## config.mk

```make
export PLATFORM = sky130hd
export DESIGN_NAME = gtlb_rand_wr
export DESIGN_NICKNAME = d
export VERILOG_FILES = /design/src/rtl/gtlb_pkg.sv /design/src/rtl/gtlb_entry_form.sv /design/src/rtl/gtlb_dup_detect.sv /design/src/rtl/gtlb_lookup.sv /design/src/rtl/gtlb_rand_wr.sv
export SDC_FILE = /design/constraint.sdc
export NUM_CORES = 1
export LEC_CHECK = 0
export ABC_AREA = 1
export BUFFER_PORTS_ARGS = -buffer_cell sky130_fd_sc_hd__buf_2
export CAP_MARGIN = 20
export CORE_MARGIN = 3
export CORE_UTILIZATION = 32
export DETAILED_ROUTE_END_ITERATION = 8
export HOLD_SLACK_MARGIN = 0.02
export SLEW_MARGIN = 5
export SYNTH_ARGS = -nofsm -noshare
export SYNTH_HDL_FRONTEND = slang
export SYNTH_SLANG_ARGS = --single-unit
```

## constraint.sdc

```tcl
create_clock -name clk -period 3.3 [get_ports clk]
set_clock_uncertainty 0.15 [all_clocks]
set_input_delay 0.66 -clock clk [delete_from_list [all_inputs] [get_ports clk]]
set_output_delay 0.66 -clock clk [all_outputs]
set_load 0.01 [all_outputs]
```

## src/rtl/gtlb_pkg.sv

```systemverilog
package gtlb_pkg;

  typedef enum logic [1:0] {
    EXC_NONE         = 2'd0,
    EXC_CPU_UNUSABLE = 2'd1,
    EXC_RESERVED     = 2'd2
  } exc_code_e;

  // Lowest invalidate-support level that carries a hardware-invalid flag.
  localparam logic [1:0] INV_LVL_HW = 2'd2;

endpackage

```

## src/rtl/gtlb_entry_form.sv

```systemverilog
module gtlb_entry_form #(
  parameter int VPN2_W = 8,
  parameter int PFN_W  = 8,
  parameter int MASK_W = 4,
  parameter int ASID_W = 4,
  parameter int GID_W  = 3,
  parameter int R_W    = 2,
  localparam int ELO_W = PFN_W + 6,
  localparam int SLO_W = PFN_W + 5
) (
  input  logic [VPN2_W-1:0] ehi_vpn2,
  input  logic [R_W-1:0]    ehi_r,
  input  logic [ASID_W-1:0] ehi_asid,
  input  logic              ehi_hinv,
  input  logic [ELO_W-1:0]  elo0,
  input  logic [ELO_W-1:0]  elo1,
  input  logic [MASK_W-1:0] pmask,
  input  logic [1:0]        inv_level,
  input  logic              gid_en,
  input  logic [GID_W-1:0]  root_gid,
  input  logic [GID_W-1:0]  old_gid,
  input  logic              old_hinv,
  output logic [VPN2_W-1:0] f_vpn2,
  output logic [MASK_W-1:0] f_mask,
  output logic [R_W-1:0]    f_r,
  output logic [ASID_W-1:0] f_asid,
  output logic [GID_W-1:0]  f_gid,
  output logic              f_g,
  output logic              f_hinv,
  output logic [SLO_W-1:0]  f_lo0,
  output logic [SLO_W-1:0]  f_lo1
);
  import gtlb_pkg::*;

  logic [VPN2_W-1:0] vpn_clr;
  logic [PFN_W-1:0]  pfn_clr;

  // Widen the page mask onto the low-order bits of each page-number field.
  always_comb begin
    vpn_clr = '0;
    pfn_clr = '0;
    vpn_clr[MASK_W-1:0] = pmask;
    pfn_clr[MASK_W-1:0] = pmask;
  end

  always_comb begin
    f_vpn2 = ehi_vpn2 & ~vpn_clr;
    f_mask = pmask;
    f_r    = ehi_r;
    f_asid = ehi_asid;
    f_g    = elo0[0] & elo1[0];
    f_lo0  = {elo0[ELO_W-1:6] & ~pfn_clr, elo0[5:1]};
    f_lo1  = {elo1[ELO_W-1:6] & ~pfn_clr, elo1[5:1]};
    f_hinv = old_hinv;
    if (inv_level >= INV_LVL_HW) begin
      f_hinv = ehi_hinv;
    end
    f_gid  = gid_en ? root_gid : old_gid;
  end

endmodule

```

## src/rtl/gtlb_dup_detect.sv

```systemverilog
module gtlb_dup_detect #(
  parameter int NUM_SLOTS = 8,
  parameter int VPN2_W    = 8,
  parameter int MASK_W    = 4,
  parameter int ASID_W    = 4,
  parameter int GID_W     = 3,
  parameter int R_W       = 2,
  localparam int IDX_W    = $clog2(NUM_SLOTS)
) (
  input  logic [VPN2_W-1:0]                 f_vpn2,
  input  logic [MASK_W-1:0]                 f_mask,
  input  logic [R_W-1:0]                    f_r,
  input  logic [ASID_W-1:0]                 f_asid,
  input  logic [GID_W-1:0]                  f_gid,
  input  logic                              f_g,
  input  logic [IDX_W-1:0]                  tgt,
  input  logic [NUM_SLOTS-1:0][VPN2_W-1:0]  st_vpn2,
  input  logic [NUM_SLOTS-1:0][MASK_W-1:0]  st_mask,
  input  logic [NUM_SLOTS-1:0][R_W-1:0]     st_r,
  input  logic [NUM_SLOTS-1:0][ASID_W-1:0]  st_asid,
  input  logic [NUM_SLOTS-1:0][GID_W-1:0]   st_gid,
  input  logic [NUM_SLOTS-1:0]              st_g,
  input  logic [NUM_SLOTS-1:0]              st_live,
  output logic [NUM_SLOTS-1:0]              dup
);

  for (genvar k = 0; k < NUM_SLOTS; k++) begin : g_slot
    logic [VPN2_W-1:0] ign;
    logic              page_eq;
    logic              tag_eq;

    // Ignore every VPN2 bit that either the new or the resident mask covers.
    always_comb begin
      ign = '0;
      ign[MASK_W-1:0] = f_mask | st_mask[k];
      page_eq = ((f_vpn2 & ~ign) == (st_vpn2[k] & ~ign)) && (f_r == st_r[k]);
      tag_eq  = f_g || st_g[k] || ((f_asid == st_asid[k]) && (f_gid == st_gid[k]));
      dup[k]  = st_live[k] && page_eq && tag_eq && (tgt != IDX_W'(k));
    end
  end

endmodule

```

## src/rtl/gtlb_lookup.sv

```systemverilog
module gtlb_lookup #(
  parameter int NUM_SLOTS = 8,
  parameter int VPN2_W    = 8,
  parameter int MASK_W    = 4,
  parameter int ASID_W    = 4,
  parameter int GID_W     = 3,
  parameter int R_W       = 2,
  localparam int IDX_W    = $clog2(NUM_SLOTS)
) (
  input  logic [VPN2_W-1:0]                 lk_vpn2,
  input  logic [R_W-1:0]                    lk_r,
  input  logic [ASID_W-1:0]                 lk_asid,
  input  logic [GID_W-1:0]                  lk_gid,
  input  logic [NUM_SLOTS-1:0][VPN2_W-1:0]  st_vpn2,
  input  logic [NUM_SLOTS-1:0][MASK_W-1:0]  st_mask,
  input  logic [NUM_SLOTS-1:0][R_W-1:0]     st_r,
  input  logic [NUM_SLOTS-1:0][ASID_W-1:0]  st_asid,
  input  logic [NUM_SLOTS-1:0][GID_W-1:0]   st_gid,
  input  logic [NUM_SLOTS-1:0]              st_g,
  input  logic [NUM_SLOTS-1:0]              st_live,
  output logic                              lk_hit,
  output logic [IDX_W-1:0]                  lk_idx
);

  logic [NUM_SLOTS-1:0] hit;

  for (genvar k = 0; k < NUM_SLOTS; k++) begin : g_cmp
    logic [VPN2_W-1:0] ign;
    always_comb begin
      ign = '0;
      ign[MASK_W-1:0] = st_mask[k];
      hit[k] = st_live[k]
            && ((lk_vpn2 & ~ign) == (st_vpn2[k] & ~ign))
            && (lk_r == st_r[k])
            && (st_g[k] || ((lk_asid == st_asid[k]) && (lk_gid == st_gid[k])));
    end
  end

  // Lowest-numbered matching slot wins.
  always_comb begin
    lk_hit = 1'b0;
    lk_idx = '0;
    for (int k = NUM_SLOTS - 1; k >= 0; k--) begin
      if (hit[k]) begin
        lk_hit = 1'b1;
        lk_idx = IDX_W'(k);
      end
    end
  end

  always_comb begin
    if (lk_hit) begin
      p_hit_idx_r11: assert (hit[lk_idx] && ((hit & ((NUM_SLOTS'(1) << lk_idx) - NUM_SLOTS'(1))) == '0));
    end
  end

endmodule

```

## src/rtl/gtlb_rand_wr.sv

```systemverilog
module gtlb_rand_wr #(
  parameter int NUM_SLOTS = 8,
  parameter int VAR_SLOTS = 4,
  parameter int VPN2_W    = 8,
  parameter int PFN_W     = 8,
  parameter int MASK_W    = 4,
  parameter int ASID_W    = 4,
  parameter int GID_W     = 3,
  parameter int R_W       = 2,
  parameter logic [MASK_W-1:0] FIXED_MASK = '0,
  localparam int IDX_W    = $clog2(NUM_SLOTS),
  localparam int ELO_W    = PFN_W + 6,
  localparam int SLO_W    = PFN_W + 5
) (
  input  logic              clk,
  input  logic              rst_n,
  input  logic              wr_req,
  input  logic              cp0_en,
  input  logic              guest_kernel,
  input  logic [1:0]        inv_level,
  input  logic              gid_en,
  input  logic [GID_W-1:0]  root_gid,
  input  logic [VPN2_W-1:0] ehi_vpn2,
  input  logic [R_W-1:0]    ehi_r,
  input  logic [ASID_W-1:0] ehi_asid,
  input  logic              ehi_hinv,
  input  logic [ELO_W-1:0]  elo0,
  input  logic [ELO_W-1:0]  elo1,
  input  logic [MASK_W-1:0] pmask,
  input  logic [IDX_W-1:0]  rand_idx,
  output logic              wr_done,
  output logic              exc_valid,
  output logic [1:0]        exc_code,
  input  logic [VPN2_W-1:0] lk_vpn2,
  input  logic [R_W-1:0]    lk_r,
  input  logic [ASID_W-1:0] lk_asid,
  input  logic [GID_W-1:0]  lk_gid,
  output logic              lk_hit,
  output logic [IDX_W-1:0]  lk_idx,
  input  logic [IDX_W-1:0]  rd_idx,
  output logic [VPN2_W-1:0] rd_vpn2,
  output logic [MASK_W-1:0] rd_mask,
  output logic [R_W-1:0]    rd_r,
  output logic [ASID_W-1:0] rd_asid,
  output logic [GID_W-1:0]  rd_gid,
  output logic              rd_g,
  output logic              rd_hinv,
  output logic [SLO_W-1:0]  rd_lo0,
  output logic [SLO_W-1:0]  rd_lo1
);
  import gtlb_pkg::*;

  // Stored buffer, one field array per entry field.
  logic [NUM_SLOTS-1:0][VPN2_W-1:0] st_vpn2, nx_vpn2;
  logic [NUM_SLOTS-1:0][MASK_W-1:0] st_mask, nx_mask;
  logic [NUM_SLOTS-1:0][R_W-1:0]    st_r,    nx_r;
  logic [NUM_SLOTS-1:0][ASID_W-1:0] st_asid, nx_asid;
  logic [NUM_SLOTS-1:0][GID_W-1:0]  st_gid,  nx_gid;
  logic [NUM_SLOTS-1:0]             st_g,    nx_g;
  logic [NUM_SLOTS-1:0]             st_hinv, nx_hinv;
  logic [NUM_SLOTS-1:0][SLO_W-1:0]  st_lo0,  nx_lo0;
  logic [NUM_SLOTS-1:0][SLO_W-1:0]  st_lo1,  nx_lo1;
  logic [NUM_SLOTS-1:0]             st_live;
  logic [NUM_SLOTS-1:0]             dup;

  logic [IDX_W-1:0]  tgt;
  logic              wr_go;
  exc_code_e         exc_nx, exc_q;
  logic              done_q;

  logic [VPN2_W-1:0] f_vpn2;
  logic [MASK_W-1:0] f_mask;
  logic [R_W-1:0]    f_r;
  logic [ASID_W-1:0] f_asid;
  logic [GID_W-1:0]  f_gid;
  logic              f_g;
  logic              f_hinv;
  logic [SLO_W-1:0]  f_lo0;
  logic [SLO_W-1:0]  f_lo1;

  // ---------------------------------------------------------------- target
  if (VAR_SLOTS < NUM_SLOTS) begin : g_split
    localparam int VAR_IW = $clog2(VAR_SLOTS);
    always_comb begin
      tgt = rand_idx;
      if (pmask != FIXED_MASK) begin
        tgt = '0;
        tgt[VAR_IW-1:0] = rand_idx[VAR_IW-1:0];
      end
    end
  end else begin : g_flat
    assign tgt = rand_idx;
  end

  // ---------------------------------------------------------------- checks
  always_comb begin
    exc_nx = EXC_NONE;
    if (wr_req) begin
      if (!cp0_en) begin
        exc_nx = EXC_CPU_UNUSABLE;
      end else if (guest_kernel) begin
        exc_nx = EXC_RESERVED;
      end
    end
  end

  assign wr_go = wr_req && cp0_en && !guest_kernel;

  // ---------------------------------------------------------------- live map
  always_comb begin
    for (int k = 0; k < NUM_SLOTS; k++) begin
      st_live[k] = (st_lo0[k][0] || st_lo1[k][0]) && !st_hinv[k];
    end
  end

  // ---------------------------------------------------------------- entry build
  gtlb_entry_form #(
    .VPN2_W (VPN2_W), .PFN_W (PFN_W), .MASK_W (MASK_W),
    .ASID_W (ASID_W), .GID_W (GID_W), .R_W    (R_W)
  ) u_form (
    .ehi_vpn2  (ehi_vpn2),
    .ehi_r     (ehi_r),
    .ehi_asid  (ehi_asid),
    .ehi_hinv  (ehi_hinv),
    .elo0      (elo0),
    .elo1      (elo1),
    .pmask     (pmask),
    .inv_level (inv_level),
    .gid_en    (gid_en),
    .root_gid  (root_gid),
    .old_gid   (st_gid[tgt]),
    .old_hinv  (st_hinv[tgt]),
    .f_vpn2    (f_vpn2),
    .f_mask    (f_mask),
    .f_r       (f_r),
    .f_asid    (f_asid),
    .f_gid     (f_gid),
    .f_g       (f_g),
    .f_hinv    (f_hinv),
    .f_lo0     (f_lo0),
    .f_lo1     (f_lo1)
  );

  // ---------------------------------------------------------------- duplicates
  gtlb_dup_detect #(
    .NUM_SLOTS (NUM_SLOTS), .VPN2_W (VPN2_W), .MASK_W (MASK_W),
    .ASID_W    (ASID_W),    .GID_W  (GID_W),  .R_W    (R_W)
  ) u_dup (
    .f_vpn2  (f_vpn2),
    .f_mask  (f_mask),
    .f_r     (f_r),
    .f_asid  (f_asid),
    .f_gid   (f_gid),
    .f_g     (f_g),
    .tgt     (tgt),
    .st_vpn2 (st_vpn2),
    .st_mask (st_mask),
    .st_r    (st_r),
    .st_asid (st_asid),
    .st_gid  (st_gid),
    .st_g    (st_g),
    .st_live (st_live),
    .dup     (dup)
  );

  // ---------------------------------------------------------------- probe
  gtlb_lookup #(
    .NUM_SLOTS (NUM_SLOTS), .VPN2_W (VPN2_W), .MASK_W (MASK_W),
    .ASID_W    (ASID_W),    .GID_W  (GID_W),  .R_W    (R_W)
  ) u_lookup (
    .lk_vpn2 (lk_vpn2),
    .lk_r    (lk_r),
    .lk_asid (lk_asid),
    .lk_gid  (lk_gid),
    .st_vpn2 (st_vpn2),
    .st_mask (st_mask),
    .st_r    (st_r),
    .st_asid (st_asid),
    .st_gid  (st_gid),
    .st_g    (st_g),
    .st_live (st_live),
    .lk_hit  (lk_hit),
    .lk_idx  (lk_idx)
  );

  // ---------------------------------------------------------------- next state
  always_comb begin
    nx_vpn2 = st_vpn2;
    nx_mask = st_mask;
    nx_r    = st_r;
    nx_asid = st_asid;
    nx_gid  = st_gid;
    nx_g    = st_g;
    nx_hinv = st_hinv;
    nx_lo0  = st_lo0;
    nx_lo1  = st_lo1;
    for (int k = 0; k < NUM_SLOTS; k++) begin
      if (dup[k]) begin
        nx_lo0[k][0] = 1'b0;
        nx_lo1[k][0] = 1'b0;
        nx_hinv[k]   = 1'b1;
      end
    end
    nx_vpn2[tgt] = f_vpn2;
    nx_mask[tgt] = f_mask;
    nx_r[tgt]    = f_r;
    nx_asid[tgt] = f_asid;
    nx_gid[tgt]  = f_gid;
    nx_g[tgt]    = f_g;
    nx_hinv[tgt] = f_hinv;
    nx_lo0[tgt]  = f_lo0;
    nx_lo1[tgt]  = f_lo1;
  end

  // ---------------------------------------------------------------- registers
  always_ff @(posedge clk or negedge rst_n) begin
    if (!rst_n) begin
      st_vpn2 <= '0;
      st_mask <= '0;
      st_r    <= '0;
      st_asid <= '0;
      st_gid  <= '0;
      st_g    <= '0;
      st_hinv <= '0;
      st_lo0  <= '0;
      st_lo1  <= '0;
    end else if (wr_go) begin
      st_vpn2 <= nx_vpn2;
      st_mask <= nx_mask;
      st_r    <= nx_r;
      st_asid <= nx_asid;
      st_gid  <= nx_gid;
      st_g    <= nx_g;
      st_hinv <= nx_hinv;
      st_lo0  <= nx_lo0;
      st_lo1  <= nx_lo1;
    end
  end

  always_ff @(posedge clk or negedge rst_n) begin
    if (!rst_n) begin
      done_q <= 1'b0;
      exc_q  <= EXC_NONE;
    end else begin
      done_q <= wr_go;
      exc_q  <= exc_nx;
    end
  end

  // ---------------------------------------------------------------- outputs
  assign wr_done   = done_q;
  assign exc_valid = (exc_q != EXC_NONE);
  assign exc_code  = exc_q;

  assign rd_vpn2 = st_vpn2[rd_idx];
  assign rd_mask = st_mask[rd_idx];
  assign rd_r    = st_r[rd_idx];
  assign rd_asid = st_asid[rd_idx];
  assign rd_gid  = st_gid[rd_idx];
  assign rd_g    = st_g[rd_idx];
  assign rd_hinv = st_hinv[rd_idx];
  assign rd_lo0  = st_lo0[rd_idx];
  assign rd_lo1  = st_lo1[rd_idx];

  // ---------------------------------------------------------------- assertions
  p_cpu_code_r7: assert property (@(posedge clk) disable iff (!rst_n)
    (wr_req && !cp0_en) |=> (exc_valid && exc_code == 2'd1 && !wr_done));

  p_ri_code_r8: assert property (@(posedge clk) disable iff (!rst_n)
    (wr_req && cp0_en && guest_kernel) |=> (exc_valid && exc_code == 2'd2 && !wr_done));

  p_exc_freeze_r7: assert property (@(posedge clk) disable iff (!rst_n)
    exc_valid |-> ($stable(st_lo0) && $stable(st_lo1) && $stable(st_vpn2) && $stable(st_hinv)));

  p_done_follows_r10: assert property (@(posedge clk) disable iff (!rst_n)
    (wr_req && cp0_en && !guest_kernel) |=> (wr_done && !exc_valid));

  p_done_excl_r10: assert property (@(posedge clk) disable iff (!rst_n)
    !(wr_done && exc_valid));

  p_g_and_r2: assert property (@(posedge clk) disable iff (!rst_n)
    wr_done |-> (st_g[$past(tgt)] == $past(elo0[0] && elo1[0])));

  p_vpn2_clear_r3: assert property (@(posedge clk) disable iff (!rst_n)
    wr_done |-> ((st_vpn2[$past(tgt)][MASK_W-1:0] & $past(pmask)) == '0));

  p_tgt_live_r9: assert property (@(posedge clk) disable iff (!rst_n)
    (wr_go && (elo0[1] || elo1[1]) && !(inv_level >= INV_LVL_HW && ehi_hinv) && !st_hinv[tgt])
      |=> st_live[$past(tgt)]);

endmodule

```

# Word-level counts from Yosys, hierarchy flattened

Index checks and enable logic that the tools add are counted.

Register bits after elaboration: 395
Output and inout bits: 57
Word-level logic and storage cells: 412

$lt $le $gt $ge: 4
Equality and inequality tests: 71
Multiplexer cells: 89
Bitwise operators: 61
Reduce and logical (&&, ||, !) cells: 127

Operator list:

| cell                                       | count |
|---|---|
| 8-bit AND                                  | 35 |
| 104-bit bitwise mux                        | 2 |
| 4-bit inverter with 8-bit output           | 17 |
| 8-bit == test                              | 16 |
| 1-bit logical AND                          | 83 |
| 13-bit binary-select mux with 3-bit select | 2 |
| 32-bit bitwise mux                         | 2 |
| 64-bit bitwise mux                         | 1 |
| 4-bit == test                              | 16 |
| 3-bit == test                              | 16 |
| 13-bit demux with 3-bit select             | 1 |
| 13-bit two-way mux                         | 3 |
| 3-bit two-way mux                          | 13 |
| 1-bit two-way mux                          | 37 |
| 2-bit == test                              | 16 |
| 1-bit logical OR                           | 32 |
| 4-bit OR                                   | 8 |
| 4-bit binary-select mux with 3-bit select  | 2 |
| 8-bit binary-select mux with 3-bit select  | 1 |
| 24-bit bitwise mux                         | 1 |
| 8-bit demux with 3-bit select              | 1 |
| 3-bit binary-select mux with 3-bit select  | 2 |
| 16-bit bitwise mux                         | 1 |
| 8-bit bitwise mux                          | 2 |
| other kinds (20)                           | 42 |

# Logic depth before layout (Yosys ltp)

Word-level depth: 14
Gate-level depth with buffers: 18

# Hierarchy

A second synthesis with hierarchy kept.

Cell total of the unflattened synthesis: 3485
Area, all modules: 23784.1 um^2

By module, submodules not included:

| module          | times used | cells each | area each (um^2) | seq. area each (um^2) |
|---|---|---|---|---|
| gtlb_rand_wr    | 1          | 2230       | 18132.4          | 9884.5 |
| gtlb_dup_detect | 1          | 727        | 2994.1           | 0.0 |
| gtlb_lookup     | 1          | 456        | 2267.2           | 0.0 |
| gtlb_entry_form | 1          | 72         | 390.4            | 0.0 |

# Least setup slack after synthesis

No wires, ideal clock.

Kind: input to output
Start point: input rd_idx[0]
End point: output rd_lo1[6]
Data arrival time: 2023 ps
Data required time: 2490 ps
Path slack: 467 ps
Cell stages on the path: 8
Buffers on the path: 4
Path through: clkbuf_1 clkbuf_1 buf_2 clkbuf_1 nand2_1 o21ai_0 a21oi_1 a31oi_1

Word-level cells in the longest chain between the ends: 2

RTL lines:

| what                                       | RTL line            | RTL |
|---|---|---|
| start: declaration                         | gtlb_rand_wr.sv:40  | `input logic [IDX_W-1:0] rd_idx,` |
| 13-bit binary-select mux with 3-bit select | gtlb_rand_wr.sv:263 | `assign rd_lo1 = st_lo1[rd_idx];` |
| 13-bit two-way mux (not written as such)   | gtlb_rand_wr.sv:263 |  |
| end: declaration                           | gtlb_rand_wr.sv:49  | `output logic [SLO_W-1:0] rd_lo1` |

Every way passes these cells. The select of a mux whose other input is x is not followed.

# Worst setup path after layout

Start point: input lk_vpn2[2]
End point: output lk_idx[1]

Word-level cells in the longest chain between the ends: 13
Elaborated cells on any way between the ends: 48
Those cells by class: eq/ne (8); mux (8); bitwise (8); reduce/logical (24)

RTL lines:

| what                           | RTL line           | RTL |
|---|---|---|
| start: declaration             | gtlb_rand_wr.sv:34 | `input logic [VPN2_W-1:0] lk_vpn2,` |
| 8-bit AND                      | gtlb_lookup.sv:33  | `&& ((lk_vpn2 & ~ign) == (st_vpn2[k] & ~ign))` |
| 8-bit == test                  | gtlb_lookup.sv:33  |  |
| 1-bit logical AND              | gtlb_lookup.sv:33  |  |
| 1-bit logical AND              | gtlb_lookup.sv:34  | `&& (lk_r == st_r[k])` |
| 1-bit logical AND              | gtlb_lookup.sv:35  | `&& (st_g[k] \|\| ((lk_asid == st_asid[k]) && (lk_gid == st_gid[k])));` |
| 3-bit two-way mux (7 in a row) | gtlb_lookup.sv:44  | `if (hit[k]) begin` |
| 3-bit two-way mux (*)          | gtlb_lookup.sv:44  |  |
| end: declaration               | gtlb_rand_wr.sv:39 | `output logic [IDX_W-1:0] lk_idx,` |

Mark *: on every way between the ends. The rest lies on a longest branch, timed or not.

==> impl_metrics.json <==
{
  "cts_tree": "yes",
  "crit_required_ns": 2.49,
  "synth_edf_count": 0,
  "synth_area_leaders": "dfrtp_1 (45%), o21ai_0 (13%), nand2_1 (11%), nor2_1 (4.8%), xor2_1 (3.9%)",
  "core_area_um2": 67600,
  "worstMarginPinSlew_ns": 0.728,
  "status": "finished with violations",
  "p_seq_share_pct": 42.6,
  "drc_errors": 0,
  "hold_path.class": "input pin to flop",
  "viasPerCell": 5.19,
  "p_sw_w": 0.00423,
  "wl_um": 75400,
  "cts_num_sinks": 395,
  "power.share.clock_pct": 38.9,
  "grt_max_degree": 97,
  "seqCellArea_um2": 9890,
  "grt_pass1_vias": 19000,
  "die_x_um": 268,
  "cp_data_arrival_time_ns": 2.50,
  "io_pins": 138,
  "clk_pin_slew_ns": 0.05,
  "portBuffers": 136,
  "synth_cell_types": 43,
  "overflow": 0,
  "setup_slack_ns": -0.0146,
  "synth.avg_cell_area_um2": 7.54,
  "clock.fmax_ghz": 0.302,
  "grt_pass1_wl_um": 116000,
  "p_leak_nw": 11.9,
  "syn-instance-count": 2917,
  "die_h_um": 268,
  "cp-end-kind": "output pin",
  "first_pass_iters": 5,
  "vias": 20400,
  "max-cap-violations": 0,
  "final-hold-violation-count": 0,
  "die_area_um2": 71900,
  "intPower_w": 0.00961,
  "cts-htree-levels": 2,
  "row_count": 95,
  "fin_setup_tns_ns": -0.0146,
  "antenna_found_initial": 0,
  "synthArstFlopShare_pct": 100,
  "rrSetupSlack_ns": 0.93,
  "power_density_nw_per_um2": 536,
  "clock-root-buffer": "clkbuf_16",
  "synth_flop_cell": "dfrtp_1",
  "switching_share_pct": 30.6,
  "violations": "negative setup slack",
  "setup_viol": 1,
  "holdWs_ns": 0.103,
  "synthTopCellsByCount": "nand2_1 (629), o21ai_0 (583), dfrtp_1 (395)",
  "post-route-period-util_pct": 100,
  "place_hpwl_um": 51300,
  "criticalPathCategory": "input pin to output pin",
  "synth_nets": 2998,
  "critPathMaxFanout": 7,
  "synth_most_common_cell": "nand2_1",
  "synth_warnings": 0,
  "wl_per_cell_um": 19.2,
  "multiInputGateArea_um2": 10500,
  "slew_headroom_pct": 51.5,
  "synth-seq-cells": 395,
  "yosysTopAreaCellShare_pct": 45.0,
  "grt_use_total_pct": 20.7,
  "initial_utilization_pct": 32.5,
  "drt_iter0_markers": 2162,
  "fillCellCount": 7040,
  "post-route-min-period_ns": 3.31,
  "report.final.slew_viol_count": 0,
  "area_delta_synth_final_pct": 17.5,
  "yosys.area.top_type": "dfrtp_1",
  "ant_nets": 0,
  "combPwrFrac_pct": 18.4,
  "rsz0062_at_grt": "yes",
  "synth_area_um2": 22000,
  "cts-buffers-inserted": 48,
  "drive_gt1_share_pct": 13.0,
  "cts_max_path_buffers": 3,
  "yosysSeqAreaShare_pct": 45.0,
  "cp-start-kind": "input pin",
  "ir_drop_v": 0.000340,
  "fin_nets": 3097,
  "routabilityCongestion": 0.905,
  "insertedDiodeCount": 0,
  "clock_latency_ns": 0.60
}
-- cell type report --
cell class	instances	share of cell area, %
Sequential cell	395	38.3
Clock inverter	12	0.664
Timing Repair inverter	2	0.0485
Clock buffer	74	5.58
Inverter	230	3.44
Tap cell	873	4.23
Timing Repair Buffer	245	7.07
Multi-Input combinational cell	2094	40.7
-- state kept, by name, summed over array words and instances, names as in the netlist --
signal    cells
st_hinv       8
st_asid      32
st_r         16
st_lo0      104
st_gid       24
st_vpn2      64
st_g          8
wr_done       1
st_lo1      104
st_mask      32
exc_code      2
-- layout by cell type, fill, tap and decap left out, types with 20 or more instances in the layout --
| master | count |
|---|---|
| clkbuf_16 | 49 |
| nor2_1 | 278 |
| o21ai_1 | 47 |
| inv_1 | 201 |
| buf_12 | 24 |
| nand3_1 | 72 |
| nand2_1 | 627 |
| dfrtp_1 | 394 |
| nand4_1 | 34 |
| a21oi_1 | 109 |
| buf_4 | 84 |
| a31oi_1 | 49 |
| inv_2 | 20 |
| o22ai_1 | 37 |
| xnor2_1 | 70 |
| buf_2 | 133 |
| xor2_1 | 98 |
| o21ai_0 | 566 |
-- metrics by stage --
step           cell area [um^2]  cells  utilization (%)  power (W)  setup WS (ns)
2_1_floorplan             22000   2917                -    0.00748          0.467
3_3_place_gp              24000   3825             35.5    0.00843         -0.158
3_5_place_dp              24000   3825             35.5    0.00847         -0.109
4_1_cts                   25700   3912             38.0     0.0139        0.00236
5_1_grt                   25800   3925             38.2     0.0146        -0.0816
6_report                  25800   3925             38.2     0.0138        -0.0146
-- final timing paths --
| check | from | end | depth (start not counted) |
|---|---|---|---|
| hold reg to reg | st_lo0[84]$_DFFE_PN0P_ | st_lo0[84]$_DFFE_PN0P_ | 2 |
| max in group asynchronous | rst_n | st_hinv[3]$_DFFE_PN0P_ | 4 |
| setup reg to reg | st_gid[2]$_DFFE_PN0P_ | st_hinv[1]$_DFFE_PN0P_ | 16 |
| setup / recovery | lk_vpn2[2] | lk_idx[1] | 10 |
| hold / removal | cp0_en | exc_code[0]$_DFF_PN0_ | 2 |
| min in group asynchronous | rst_n | st_lo1[36]$_DFFE_PN0P_ | 2 |
-- power groups by stage --
stage          logic [W]  clock network, W  registers, W
2_1_floorplan    0.00166                 0       0.00582
3_3_place_gp     0.00248                 0       0.00595
3_5_place_dp     0.00251                 0       0.00596
4_1_cts          0.00253           0.00550       0.00589
5_1_grt          0.00289           0.00570       0.00597
6_report         0.00255           0.00539       0.00590
-- per-layer routing --
metal	GRT usage (%)	part of all wire (%)	vias to the layer above	wire, um
met2	32.9	45	732	34100
met3	2.67	6.4	114	4840
met1	29.6	46	9697	34500
li1	-	-	9828	-
met4	6.16	2.6	0	1940
met5	0	0	-	0
-- cell families after synthesis --
kind of cell           synth area share [%]
AND/OR/NAND/NOR                        20.3
AO/OA/AOI/OAI                          20.3
buffers and inverters                  7.75
flip-flops                             45.0
XOR/XNOR                               6.69
-- worst max-delay path, stage by stage --
cell and delay [ns]:
buf_2 0.16, clkinvlp_4 0.21, buf_4 0.19, o21ai_0 0.19
nand4_1 0.27, nor2_2 0.19, nand2_1 0.09, a21boi_2 0.17
a21oi_1 0.20, buf_2 0.18
-- what timing repair did --
action,CTS,global route
cloned,0,2
endpoints found under the setup margin,4,4
hold buffers,1,0
hold endpoints to repair,43,0
resized for setup,24,34
setup buffers,0,11
pin swaps,2,18
Note: power is estimated with default switching activity, not from simulation.
